<file path="src/rtl/resp_eval_pkg.sv">
package resp_eval_pkg;
  localparam int TYPE_W = 5;
  localparam int CLS_W  = 3;

  localparam logic [CLS_W-1:0] CLS_ACK   = 3'd0;
  localparam logic [CLS_W-1:0] CLS_BA    = 3'd1;
  localparam logic [CLS_W-1:0] CLS_CTS   = 3'd2;
  localparam logic [CLS_W-1:0] CLS_DATA  = 3'd3;
  localparam logic [CLS_W-1:0] CLS_OTHER = 3'd4;

  localparam logic [1:0] RES_OK      = 2'b00;
  localparam logic [1:0] RES_WRONG   = 2'b01;
  localparam logic [1:0] RES_TIMEOUT = 2'b10;
  localparam logic [1:0] RES_ADDR    = 2'b11;

  localparam logic [1:0] FU_CMD = 2'd3;

  typedef enum logic [1:0] {
    ST_IDLE,
    ST_WAIT_FRAME,
    ST_WAIT_INFO,
    ST_WAIT_INFO2
  } state_e;
endpackage

</file>
<file path="src/rtl/resp_type_judge.sv">
module resp_type_judge
  import resp_eval_pkg::*;
(
  input  logic [TYPE_W-1:0] rtype,
  input  logic [CLS_W-1:0]  rx_class,
  output logic              class_ok,
  output logic              addr_needed
);
  always_comb begin
    class_ok    = 1'b1;
    addr_needed = 1'b0;
    case (rtype)
      5'd1:  begin class_ok = (rx_class == CLS_ACK);   addr_needed = 1'b1; end
      5'd2, 5'd3, 5'd21, 5'd22:
             begin class_ok = (rx_class == CLS_BA);    addr_needed = 1'b1; end
      5'd4:  begin class_ok = (rx_class == CLS_OTHER); addr_needed = 1'b1; end
      5'd5:  begin class_ok = (rx_class == CLS_ACK) || (rx_class == CLS_BA);   addr_needed = 1'b1; end
      5'd6:  begin class_ok = (rx_class == CLS_CTS);   addr_needed = 1'b1; end
      5'd7:  begin class_ok = (rx_class == CLS_ACK) || (rx_class == CLS_DATA); addr_needed = 1'b1; end
      5'd17: begin class_ok = 1'b1;                    addr_needed = 1'b1; end
      default: begin class_ok = 1'b1;                  addr_needed = 1'b0; end
    endcase
  end
endmodule

</file>
<file path="src/rtl/resp_addr_match.sv">
module resp_addr_match #(
  parameter int ADDR_W = 48,
  parameter bit BSS_EN = 1'b1
) (
  input  logic [ADDR_W-1:0] ra,
  input  logic [ADDR_W-1:0] tx_addr,
  input  logic [ADDR_W-1:0] tbssid,
  input  logic              bss_chk,
  output logic              hit
);
  logic tx_hit;
  logic bss_hit;

  assign tx_hit = (ra == tx_addr);

  generate
    if (BSS_EN) begin : g_bss
      assign bss_hit = bss_chk && (ra == tbssid);
    end else begin : g_no_bss
      logic unused_bss;
      assign unused_bss = bss_chk ^ (^tbssid);
      assign bss_hit = 1'b0;
    end
  endgenerate

  assign hit = tx_hit || bss_hit;
endmodule

</file>
<file path="src/rtl/resp_eval_fsm.sv">
module resp_eval_fsm
  import resp_eval_pkg::*;
#(
  parameter int ADDR_W = 48,
  parameter int CNT_W  = 8
) (
  input  logic              clk,
  input  logic              rst_n,
  input  logic              desc_valid,
  output logic              desc_ready,
  input  logic [TYPE_W-1:0] desc_rtype,
  input  logic [1:0]        desc_r2r,
  input  logic              desc_part2,
  input  logic              desc_bss_chk,
  input  logic [ADDR_W-1:0] desc_tx_addr,
  input  logic [CNT_W-1:0]  cfg_limit,
  input  logic              rx_frame_valid,
  input  logic              frame_class_ok,
  input  logic              frame_addr_hit,
  input  logic              frame_addr_needed,
  input  logic              rx_info_evt,
  input  logic              rx_info2_evt,
  input  logic              rx_resp_needed,
  output logic [TYPE_W-1:0] rtype_q,
  output logic              bss_chk_q,
  output logic [ADDR_W-1:0] tx_addr_q,
  output logic              status_end,
  output logic [1:0]        status_code,
  output logic [1:0]        status_followup
);
  state_e           state;
  logic [CNT_W-1:0] cnt_q;
  logic [1:0]       r2r_q;
  logic             part2_q;
  logic             needed_q;
  logic [1:0]       res_q;
  logic             needed_now;

  assign desc_ready = (state == ST_IDLE);
  assign needed_now = needed_q || rx_resp_needed;

  function automatic logic [1:0] followup_of(input logic [1:0] res,
                                             input logic [1:0] mode,
                                             input logic       asked);
    if (res != RES_OK || mode == FU_CMD || !asked) return 2'd0;
    return mode;
  endfunction

  always_ff @(posedge clk or negedge rst_n) begin
    if (!rst_n) begin
      state           <= ST_IDLE;
      cnt_q           <= '0;
      r2r_q           <= '0;
      part2_q         <= 1'b0;
      needed_q        <= 1'b0;
      res_q           <= RES_OK;
      rtype_q         <= '0;
      bss_chk_q       <= 1'b0;
      tx_addr_q       <= '0;
      status_end      <= 1'b0;
      status_code     <= RES_OK;
      status_followup <= 2'd0;
    end else begin
      status_end <= 1'b0;
      if (state != ST_IDLE && rx_resp_needed) needed_q <= 1'b1;
      case (state)
        ST_IDLE: begin
          if (desc_valid) begin
            rtype_q   <= desc_rtype;
            r2r_q     <= desc_r2r;
            part2_q   <= desc_part2;
            bss_chk_q <= desc_bss_chk;
            tx_addr_q <= desc_tx_addr;
            needed_q  <= 1'b0;
            cnt_q     <= '0;
            if (desc_rtype != '0) state <= ST_WAIT_FRAME;
          end
        end
        ST_WAIT_FRAME: begin
          if (rx_frame_valid) begin
            if (frame_addr_needed && !frame_addr_hit) res_q <= RES_ADDR;
            else if (!frame_class_ok)                 res_q <= RES_WRONG;
            else                                      res_q <= RES_OK;
            state <= ST_WAIT_INFO;
          end else if (cnt_q == cfg_limit - 1'b1) begin
            status_end      <= 1'b1;
            status_code     <= RES_TIMEOUT;
            status_followup <= 2'd0;
            state           <= ST_IDLE;
          end else begin
            cnt_q <= cnt_q + 1'b1;
          end
        end
        ST_WAIT_INFO: begin
          if (rx_info_evt) begin
            if (part2_q) begin
              state <= ST_WAIT_INFO2;
            end else begin
              status_end      <= 1'b1;
              status_code     <= res_q;
              status_followup <= followup_of(res_q, r2r_q, needed_now);
              state           <= ST_IDLE;
            end
          end
        end
        ST_WAIT_INFO2: begin
          if (rx_info2_evt) begin
            status_end      <= 1'b1;
            status_code     <= res_q;
            status_followup <= followup_of(res_q, r2r_q, needed_now);
            state           <= ST_IDLE;
          end
        end
        default: state <= ST_IDLE;
      endcase
    end
  end


  pulse_width_chk: assert property (@(posedge clk) disable iff (!rst_n)
    status_end |=> !status_end);


  part2_hold_chk: assert property (@(posedge clk) disable iff (!rst_n)
    (state == ST_WAIT_INFO2 && !rx_info2_evt) |=> !status_end);


  timeout_window_chk: assert property (@(posedge clk) disable iff (!rst_n)
    (status_end && status_code == RES_TIMEOUT) |->
      ($past(state) == ST_WAIT_FRAME && $past(cnt_q) == $past(cfg_limit) - 1'b1));


  none_type_chk: assert property (@(posedge clk) disable iff (!rst_n)
    (state == ST_IDLE && desc_valid && desc_rtype == '0) |=> (state == ST_IDLE && !status_end));


  cmd_followup_chk: assert property (@(posedge clk) disable iff (!rst_n)
    (status_end && r2r_q == FU_CMD) |-> (status_followup == 2'd0));


  busy_ready_chk: assert property (@(posedge clk) disable iff (!rst_n)
    (desc_ready && desc_valid && desc_rtype != '0) |=> !desc_ready);
endmodule

</file>
<file path="src/rtl/resp_eval_ctrl.sv">
module resp_eval_ctrl
  import resp_eval_pkg::*;
#(
  parameter int ADDR_W = 48,
  parameter int CNT_W  = 8,
  parameter bit BSS_EN = 1'b1
) (
  input  logic              clk,
  input  logic              rst_n,
  input  logic              desc_valid,
  output logic              desc_ready,
  input  logic [4:0]        desc_rtype,
  input  logic [1:0]        desc_r2r,
  input  logic              desc_part2,
  input  logic              desc_bss_chk,
  input  logic [ADDR_W-1:0] desc_tx_addr,
  input  logic [ADDR_W-1:0] cfg_tbssid,
  input  logic [CNT_W-1:0]  cfg_sifs_limit,
  input  logic              rx_frame_valid,
  input  logic [2:0]        rx_class,
  input  logic [ADDR_W-1:0] rx_ra,
  input  logic              rx_info_evt,
  input  logic              rx_info2_evt,
  input  logic              rx_resp_needed,
  output logic              status_end,
  output logic [1:0]        status_code,
  output logic [1:0]        status_followup
);
  logic [TYPE_W-1:0] rtype_q;
  logic              bss_chk_q;
  logic [ADDR_W-1:0] tx_addr_q;
  logic              class_ok;
  logic              addr_needed;
  logic              addr_hit;

  resp_type_judge u_judge (
    .rtype       (rtype_q),
    .rx_class    (rx_class),
    .class_ok    (class_ok),
    .addr_needed (addr_needed)
  );

  resp_addr_match #(.ADDR_W(ADDR_W), .BSS_EN(BSS_EN)) u_match (
    .ra      (rx_ra),
    .tx_addr (tx_addr_q),
    .tbssid  (cfg_tbssid),
    .bss_chk (bss_chk_q),
    .hit     (addr_hit)
  );

  resp_eval_fsm #(.ADDR_W(ADDR_W), .CNT_W(CNT_W)) u_fsm (
    .clk               (clk),
    .rst_n             (rst_n),
    .desc_valid        (desc_valid),
    .desc_ready        (desc_ready),
    .desc_rtype        (desc_rtype),
    .desc_r2r          (desc_r2r),
    .desc_part2        (desc_part2),
    .desc_bss_chk      (desc_bss_chk),
    .desc_tx_addr      (desc_tx_addr),
    .cfg_limit         (cfg_sifs_limit),
    .rx_frame_valid    (rx_frame_valid),
    .frame_class_ok    (class_ok),
    .frame_addr_hit    (addr_hit),
    .frame_addr_needed (addr_needed),
    .rx_info_evt       (rx_info_evt),
    .rx_info2_evt      (rx_info2_evt),
    .rx_resp_needed    (rx_resp_needed),
    .rtype_q           (rtype_q),
    .bss_chk_q         (bss_chk_q),
    .tx_addr_q         (tx_addr_q),
    .status_end        (status_end),
    .status_code       (status_code),
    .status_followup   (status_followup)
  );


  ack_only_chk: assert property (@(posedge clk) disable iff (!rst_n)
    (!desc_ready && rtype_q == 5'd1 && rx_frame_valid && rx_class == CLS_CTS) |-> !class_ok);


  ba_any_size_chk: assert property (@(posedge clk) disable iff (!rst_n)
    (!desc_ready && (rtype_q == 5'd2 || rtype_q == 5'd22) && rx_class == CLS_BA) |-> class_ok);
endmodule

</file>
<file path="config.mk">
export PLATFORM = sky130hd
export DESIGN_NAME = resp_eval_ctrl
export DESIGN_NICKNAME = d
export VERILOG_FILES = /design/src/rtl/resp_eval_pkg.sv /design/src/rtl/resp_type_judge.sv /design/src/rtl/resp_addr_match.sv /design/src/rtl/resp_eval_fsm.sv /design/src/rtl/resp_eval_ctrl.sv
export SDC_FILE = /design/constraint.sdc
export NUM_CORES = 1
export LEC_CHECK = 0
export CORE_MARGIN = 2
export CORE_UTILIZATION = 45
export CTS_CLUSTER_DIAMETER = 50
export DETAILED_ROUTE_END_ITERATION = 12
export PLACE_DENSITY = 0.82
export SLEW_MARGIN = 10
export SYNTH_ARGS = -nofsm -noshare
export SYNTH_HDL_FRONTEND = slang
export SYNTH_HIERARCHICAL = 1
export SYNTH_SLANG_ARGS = --single-unit
</file>
<file path="constraint.sdc">
create_clock -name clk -period 2.8 [get_ports clk]
set_input_delay 0.84 -clock clk [delete_from_list [all_inputs] [get_ports clk]]
set_output_delay 0.84 -clock clk [all_outputs]
set_load 0.05 [all_outputs]
</file>
==> flow_metrics.py, run 1 <==
metrics = {
    "timing": {
        "layout_setup_ws_ps": 24.4,
        "fmax_mhz": 360,
        "fin_crit_ps": 2780,
        "slew_headroom_pct": 63.3,
        "period_share_pct": 99.1,
        "setup_viol": 0,
        "drv_slew": 0,
        "tightestPinTransition_ps": 536,
        "hold_viol_final": 0,
        "skew_ps": 11.9,
        "rsz0062_at_grt": "true",
        "tns_ps": 0,
    },
    "synth": {
        "async_flop_share_pct": 100,
        "synth_top_area_cell": "dfrtp_1",
        "synth_cells": 545,
        "synthesis.area_um2": 4580,
        "ys.flop_type": "dfrtp_1",
        "synth_area_leaders": "dfrtp_1 41%, nand2_1 16%, xnor2_1 15%",
        "synth-seq-area-share_pct": 41.0,
        "syn_nets": 718,
        "synth_edf_count": 0,
        "yosys.cell_types.count": 52,
        "ys_warn_count": 6,
        "yosysTopAreaCellShare_pct": 41.0,
        "synth_area_per_cell_um2": 8.41,
        "ys_seq_elements": 75,
    },
    "worst_setup_path": {
        "path_class": "in -> reg",
        "crit_path_max_fanout": 5,
        "rrSetupSlack_ps": 500,
        "cp_slowest_cell": "or4_4",
        "r2r-start": "u_fsm/cnt_q[5]",
        "cp-startpoint": "cfg_sifs_limit[1]",
        "cp-end-kind": "flip-flop",
        "cpPeakStageDelay_ps": 560,
        "crit_top_cell": "buf_6",
        "arrival_ps": 3010,
        "path_cells": "buf_6 > or4_4 > buf_6 > nor4_4 > nor3_4 > buf_6 > o41ai_4 > buf_4 > buf_6 > buf_4 > o31ai_2",
        "startpoint_type": "input port",
        "crit_required_ps": 3040,
    },
    "finish": {
        "drive_gt1_share_pct": 12.0,
        "fin_util_pct": 72.6,
        "num-nets-final": 934,
        "syn2layout_area_growth_pct": 55.6,
        "stdcell_count": 899,
    },
    "placement": {
        "dp.cells": 874,
        "portBuffers": 176,
        "dp_hpwl_um": 11800,
        "routabilityCongestion": 0.907,
        "place_worst_setup_slack_ps": -714,
    },
    "drt": {
        "wirelength_um": 15200,
        "drc": 0,
        "wl_per_cell_um": 16.9,
        "final_antenna_net_count": 0,
        "first_iter_violations": 275,
        "viasPerCell": 5.24,
        "vias": 4709,
        "drt_pass1_iterations": 6,
    },
    "global_route": {
        "grt_overflow": 0,
        "grt_max_degree": 51,
        "grt_first_pass_wirelength_um": 23400,
        "track_usage_pct": 27.1,
        "antenna_found_initial": 1,
        "grt_pass1_vias": 4676,
    },
    "power_and_ir_drop": {
        "p_per_area_nw_per_um2": 719,
        "totalPowerFinal_w": 0.00513,
        "ir_drop_mv": 0.404,
        "p_leak_nw": 3.12,
    },
    "clock_network": {
        "htree_levels": 3,
        "cts_buffer_depth": 2,
        "cts_root_buf": "clkbuf_8",
        "cts_inserted_buffers": 9,
        "cts.sinks": 75,
        "cts_hold_buf": 0,
        "clk-insertion-delay-late_ps": 350,
        "clkSlewWorstSetupHoldPaths_ps": 80,
        "cts_tree": "built",
    },
    "hold_path": {
        "hp-class": "in -> async",
    },
    "floorplan": {
        "dieHeight_um": 105,
        "dieArea_um2": 11000,
        "ios": 177,
        "initial_utilization_pct": 46.7,
        "core_um2": 9820,
        "die_w_um": 105,
        "fp-row-count": 36,
    },
    "job": {
        "cap_violations": 0,
    },
    "outcome": {
        "outcome": "finished, final reports clean",
    },
}
logic make-up after synthesis:
| logic type | count (synthesis) | share of synthesized area [%] |
|---|---|---|
| simple gates | 288 | 28.8 |
| xor+xnor | 100 | 19.1 |
| flops | 75 | 41.0 |
| compound gates | 49 | 8.03 |
| buf+inv | 31 | 2.57 |
| fa+ha+maj | 2 | 0.546 |
power by group:
part,leakage (nW),switching (W),internal (W)
Sequential,0.947,0.000393,0.00155
Clock,0.120,0.000416,0.000590
Combinational,2.05,0.00116,0.00102
Total,3.12,0.00197,0.00315
through the flow:
stage,hold slack (ps),cell area [µm²]
global route,470,7130
finish,450,7130
detailed placement,476,6750
CTS,446,7060
global placement,459,6750
floorplan,439,4580
Yosys cell counts, types with 2 or more instances:
master	count
nand2_1	195
xnor2_1	78
dfrtp_1	75
nand4_1	23
xor2_1	22
clkbuf_1	14
inv_1	13
nor2_1	12
nand2b_1	9
nor4_1	8
o21ai_0	8
nand3_1	7
a21oi_1	6
nor3_1	6
or4_1	6
a31oi_1	4
and2_1	4
o211ai_1	4
o21ai_1	4
a21o_1	3
and2b_1	3
buf_1	3
o22ai_1	3
a211oi_1	2
ha_1	2
nor3b_1	2
o31ai_1	2
or3b_2	2
or4_4	2
critical path: cells and delay by family:
| kind | cells | cell delay, ps |
|---|---|---|
| compound gates | 2 | 440 |
| buf+inv | 6 | 780 |
| simple gates | 3 | 930 |
worst paths after layout:
| check | to | cells after the start |
|---|---|---|
| max | u_fsm/cnt_q[1] | 11 |
| min | u_fsm/tx_addr_q[7] | 1 |
| max reg2reg | u_fsm/cnt_q[1] | 9 |
| min reg2reg | u_fsm/tx_addr_q[7] | 2 |
| max in group asynchronous | u_fsm/cnt_q[7] | 2 |
| min in group clk | u_fsm/tx_addr_q[7] | 2 |
flip-flops by register name, indices dropped and copies added (netlist names):
register and flops:
u_fsm/status_end 1, u_fsm/status_followup 2, u_fsm/cnt_q 8, u_fsm/tx_addr_q 48
u_fsm/part2_q 1, u_fsm/rtype_q 5, u_fsm/needed_q 1, u_fsm/res_q 2
u_fsm/state 2, u_fsm/status_code 2, u_fsm/bss_chk_q 1, u_fsm/r2r_q 2
layer usage:
metal / routed length [µm] / global-route usage (%)
met1: 6300 / 35.1
met5: 0 / 0
met2: 7520 / 45.4
met3: 1100 / 6.61
met4: 256 / 7.24
area by class of cell:
cell class,count,area (µm²)
Inverter,13,48.8
Tap cell,133,166
Clock buffer,9,124
Fill cell,760,2690
Sequential cell,75,1880
Multi-Input combinational cell,439,2670
Clock inverter,6,113
Antenna cell,1,2.50
Timing Repair Buffer,223,2130
placed cells by master, fill, tap and decap left out, drive strengths merged, types with 2 or more instances in the layout:
| cell type | netlist | routed |
|---|---|---|
| dfrtp | 75 | 75 |
| o22ai | 3 | 3 |
| nand4 | 23 | 23 |
| a211oi | 2 | 2 |
| ha | 2 | 2 |
| nand2b | 9 | 9 |
| o21ai | 12 | 12 |
| o211ai | 4 | 4 |
| a2111oi | 3 | 3 |
| xor2 | 22 | 22 |
| inv | 13 | 14 |
| and2b | 5 | 5 |
| xnor2 | 78 | 78 |
| or3b | 2 | 2 |
| nor3 | 7 | 7 |
| nor3b | 2 | 2 |
| nor2 | 12 | 12 |
| nand2 | 195 | 195 |
| a21o | 3 | 3 |
| o31ai | 2 | 2 |
| clkbuf | 14 | 12 |
| dlygate4sd2 | 0 | 2 |
| a31oi | 4 | 4 |
| clkinv | 0 | 2 |
| clkdlybuf4s50 | 0 | 167 |
| or4 | 8 | 8 |
| nand3 | 7 | 7 |
| and2 | 4 | 4 |
| a21oi | 6 | 6 |
| nor4 | 9 | 9 |
| bufinv | 0 | 3 |
| buf | 4 | 50 |
timing repair:
item                                   4_1_cts  5_1_grt
setup endpoints to repair                   14       14
pin swaps                                   11       11
buffers inserted                             4        4
gates resized for setup                     15       21
endpoints found under the hold margin        0        0
gates cloned                                 1        0
Power figures use the tool's default switching activity.
==> run 2: changes to the inputs <==
- TNS_END_PERCENT: not set -> 50
==> run 2 against run 1 <==
Fmax down 0.42%. Critical endpoint is now u_fsm/status_code[0]. Clock power down 6%. Via count up 0.17%. Hold slack worse by 19 ps. Critical path type unchanged. Register-to-register slack worse by 240 ps.
==> flow_metrics.py, run 2 (synthesis gave the netlist of run 1 again) <==
metrics = {
    "global_route": {
        "antenna_found_initial": 0,
        "track_usage_pct": 27.6,
        "grt_max_degree": 51,
        "grt_pass1_vias": 4752,
        "grt_overflow": 0,
        "grt_first_pass_wirelength_um": 23900,
    },
    "finish": {
        "syn2layout_area_growth_pct": 55.4,
        "num_antenna_cells": 0,
        "fin_area_um2": 7120,
        "fill_cells": 774,
        "seqCellArea_um2": 1880,
        "fin_util_pct": 72.5,
        "top_register": "u_fsm/tx_addr_q",
        "layout_commonest_cell": "nand2_1",
        "layout.cells.most_common_list": "194 x nand2_1, 167 x clkdlybuf4s50_1, 77 x xnor2_1, 75 x dfrtp_1, 41 x buf_4",
        "largest_reg_flops": 48,
        "num-nets-final": 933,
        "drive_gt1_share_pct": 11.8,
        "multiInputGateArea_um2": 2670,
        "reg_top3": "u_fsm/tx_addr_q (48), u_fsm/cnt_q (8), u_fsm/rtype_q (5)",
    },
    "timing": {
        "rsz0062_at_grt": "true",
        "hold_slack_ps": 432,
        "tightestPinTransition_ps": 521,
        "skew_ps": 11.5,
        "fin_crit_ps": 2790,
        "hold_viol_final": 0,
        "slew_headroom_pct": 64.4,
        "setup_viol": 0,
        "period_share_pct": 99.5,
        "layout_setup_ws_ps": 12.8,
        "tns_ps": 0,
        "fmax_mhz": 359,
        "drv_slew": 0,
    },
    "drt": {
        "vias": 4717,
        "viasPerCell": 5.26,
        "first_iter_violations": 263,
        "wl_per_cell_um": 17.4,
        "final_antenna_net_count": 0,
        "drc": 0,
        "wirelength_um": 15600,
        "drt_pass1_iterations": 6,
    },
    "floorplan": {
        "ios": 177,
        "initial_utilization_pct": 46.7,
        "fp-row-count": 36,
        "dieHeight_um": 105,
        "core_um2": 9820,
        "dieArea_um2": 11000,
        "die_w_um": 105,
    },
    "placement": {
        "routabilityCongestion": 0.929,
        "place_area_um2": 6790,
        "place_worst_setup_slack_ps": -728,
        "dp_hpwl_um": 12100,
        "portBuffers": 176,
    },
    "clock_network": {
        "cts_root_buf": "clkbuf_8",
        "clk-insertion-delay-late_ps": 340,
        "htree_levels": 3,
        "cts_buffer_depth": 2,
        "clkSlewWorstSetupHoldPaths_ps": 80,
        "cts_inserted_buffers": 9,
        "cts_tree": "built",
        "cts.sinks": 75,
        "cts_hold_buf": 0,
    },
    "worst_setup_path": {
        "startpoint_type": "input port",
        "crit_path_max_fanout": 5,
        "cp-startpoint": "cfg_sifs_limit[1]",
        "cp-end-kind": "flip-flop",
        "r2r-start": "u_fsm/cnt_q[5]",
        "path_class": "in -> reg",
        "ff2ff_path_depth": 6,
        "crit_required_ps": 3030,
        "arrival_ps": 3020,
    },
    "hold_path": {
        "hp-class": "in -> async",
    },
    "power_and_ir_drop": {
        "ir_drop_mv": 0.402,
        "p_leak_nw": 3.12,
        "p_per_area_nw_per_um2": 711,
    },
    "job": {
        "cap_violations": 0,
    },
    "outcome": {
        "outcome": "finished, final reports clean",
    },
}
## run 2: cell types whose count changed in the layout (fill, tap and decap cells not counted), sizes merged
| cell | before | now |
|---|---|---|
| buf | 50 | 49 |
| bufinv | 3 | 2 |
| clkbuf | 12 | 14 |
| diode | 1 | 0 |
| inv | 14 | 13 |
## run 2: final cells by class
cell class | instances | area share, %
tap | 133 | 2.34
multi-input combinational | 439 | 37.4
clock buffer | 11 | 2.13
sequential | 75 | 26.3
timing repair buffer | 222 | 30.0
clock inverter | 4 | 1.04
inverter | 13 | 0.685
## run 2: report_power, final
part / switching [W] / total (W) / internal [W]
registers: 0.000395 / 0.00194 / 0.00155
logic: 0.00116 / 0.00217 / 0.00101
clock network: 0.000404 / 0.000951 / 0.000546
total: 0.00196 / 0.00506 / 0.00311
## run 2: path summary, 6_finish.rpt
| path | endpoint | slack [ps] |
|---|---|---|
| setup / recovery | u_fsm/status_code[0] | 10 |
| hold / removal | u_fsm/tx_addr_q[43] | 430 |
| setup reg to reg | u_fsm/status_code[0] | 260 |
| hold reg to reg | u_fsm/needed_q | 490 |
| max in group asynchronous | u_fsm/tx_addr_q[23] | 1770 |
| min in group clk | u_fsm/needed_q | 490 |
## run 2: layer usage
layer  GRT usage [%]  wire length, µm  vias up  share of wire, %
met5               0                0        -                 0
met4            9.43              399        0               2.6
met3            4.62              865       30               5.5
met2            46.3             7690      179                49
met1            36.3             6670     2254                43
li1                -                -     2254                 -
## run 2: repair_timing
action	4_1_cts	5_1_grt
setup buffers	1	2
gates cloned	0	1
resized for setup	15	22
hold endpoints to repair	0	0
endpoints found under the setup margin	14	11
pin swaps	11	10
## run 2: metrics by stage
step                cells  power (W)
floorplan             545    0.00320
global placement      878    0.00397
detailed placement    878    0.00406
CTS                   894    0.00502
global route          897    0.00538
finish                897    0.00506
## run 2: critical path, cell delays in order
cell and delay [ps]:
buf_8 100, or4_4 570, a2111oi_4 370, nor3_4 70, or4_4 530, o31a_1 340, a21o_1 200
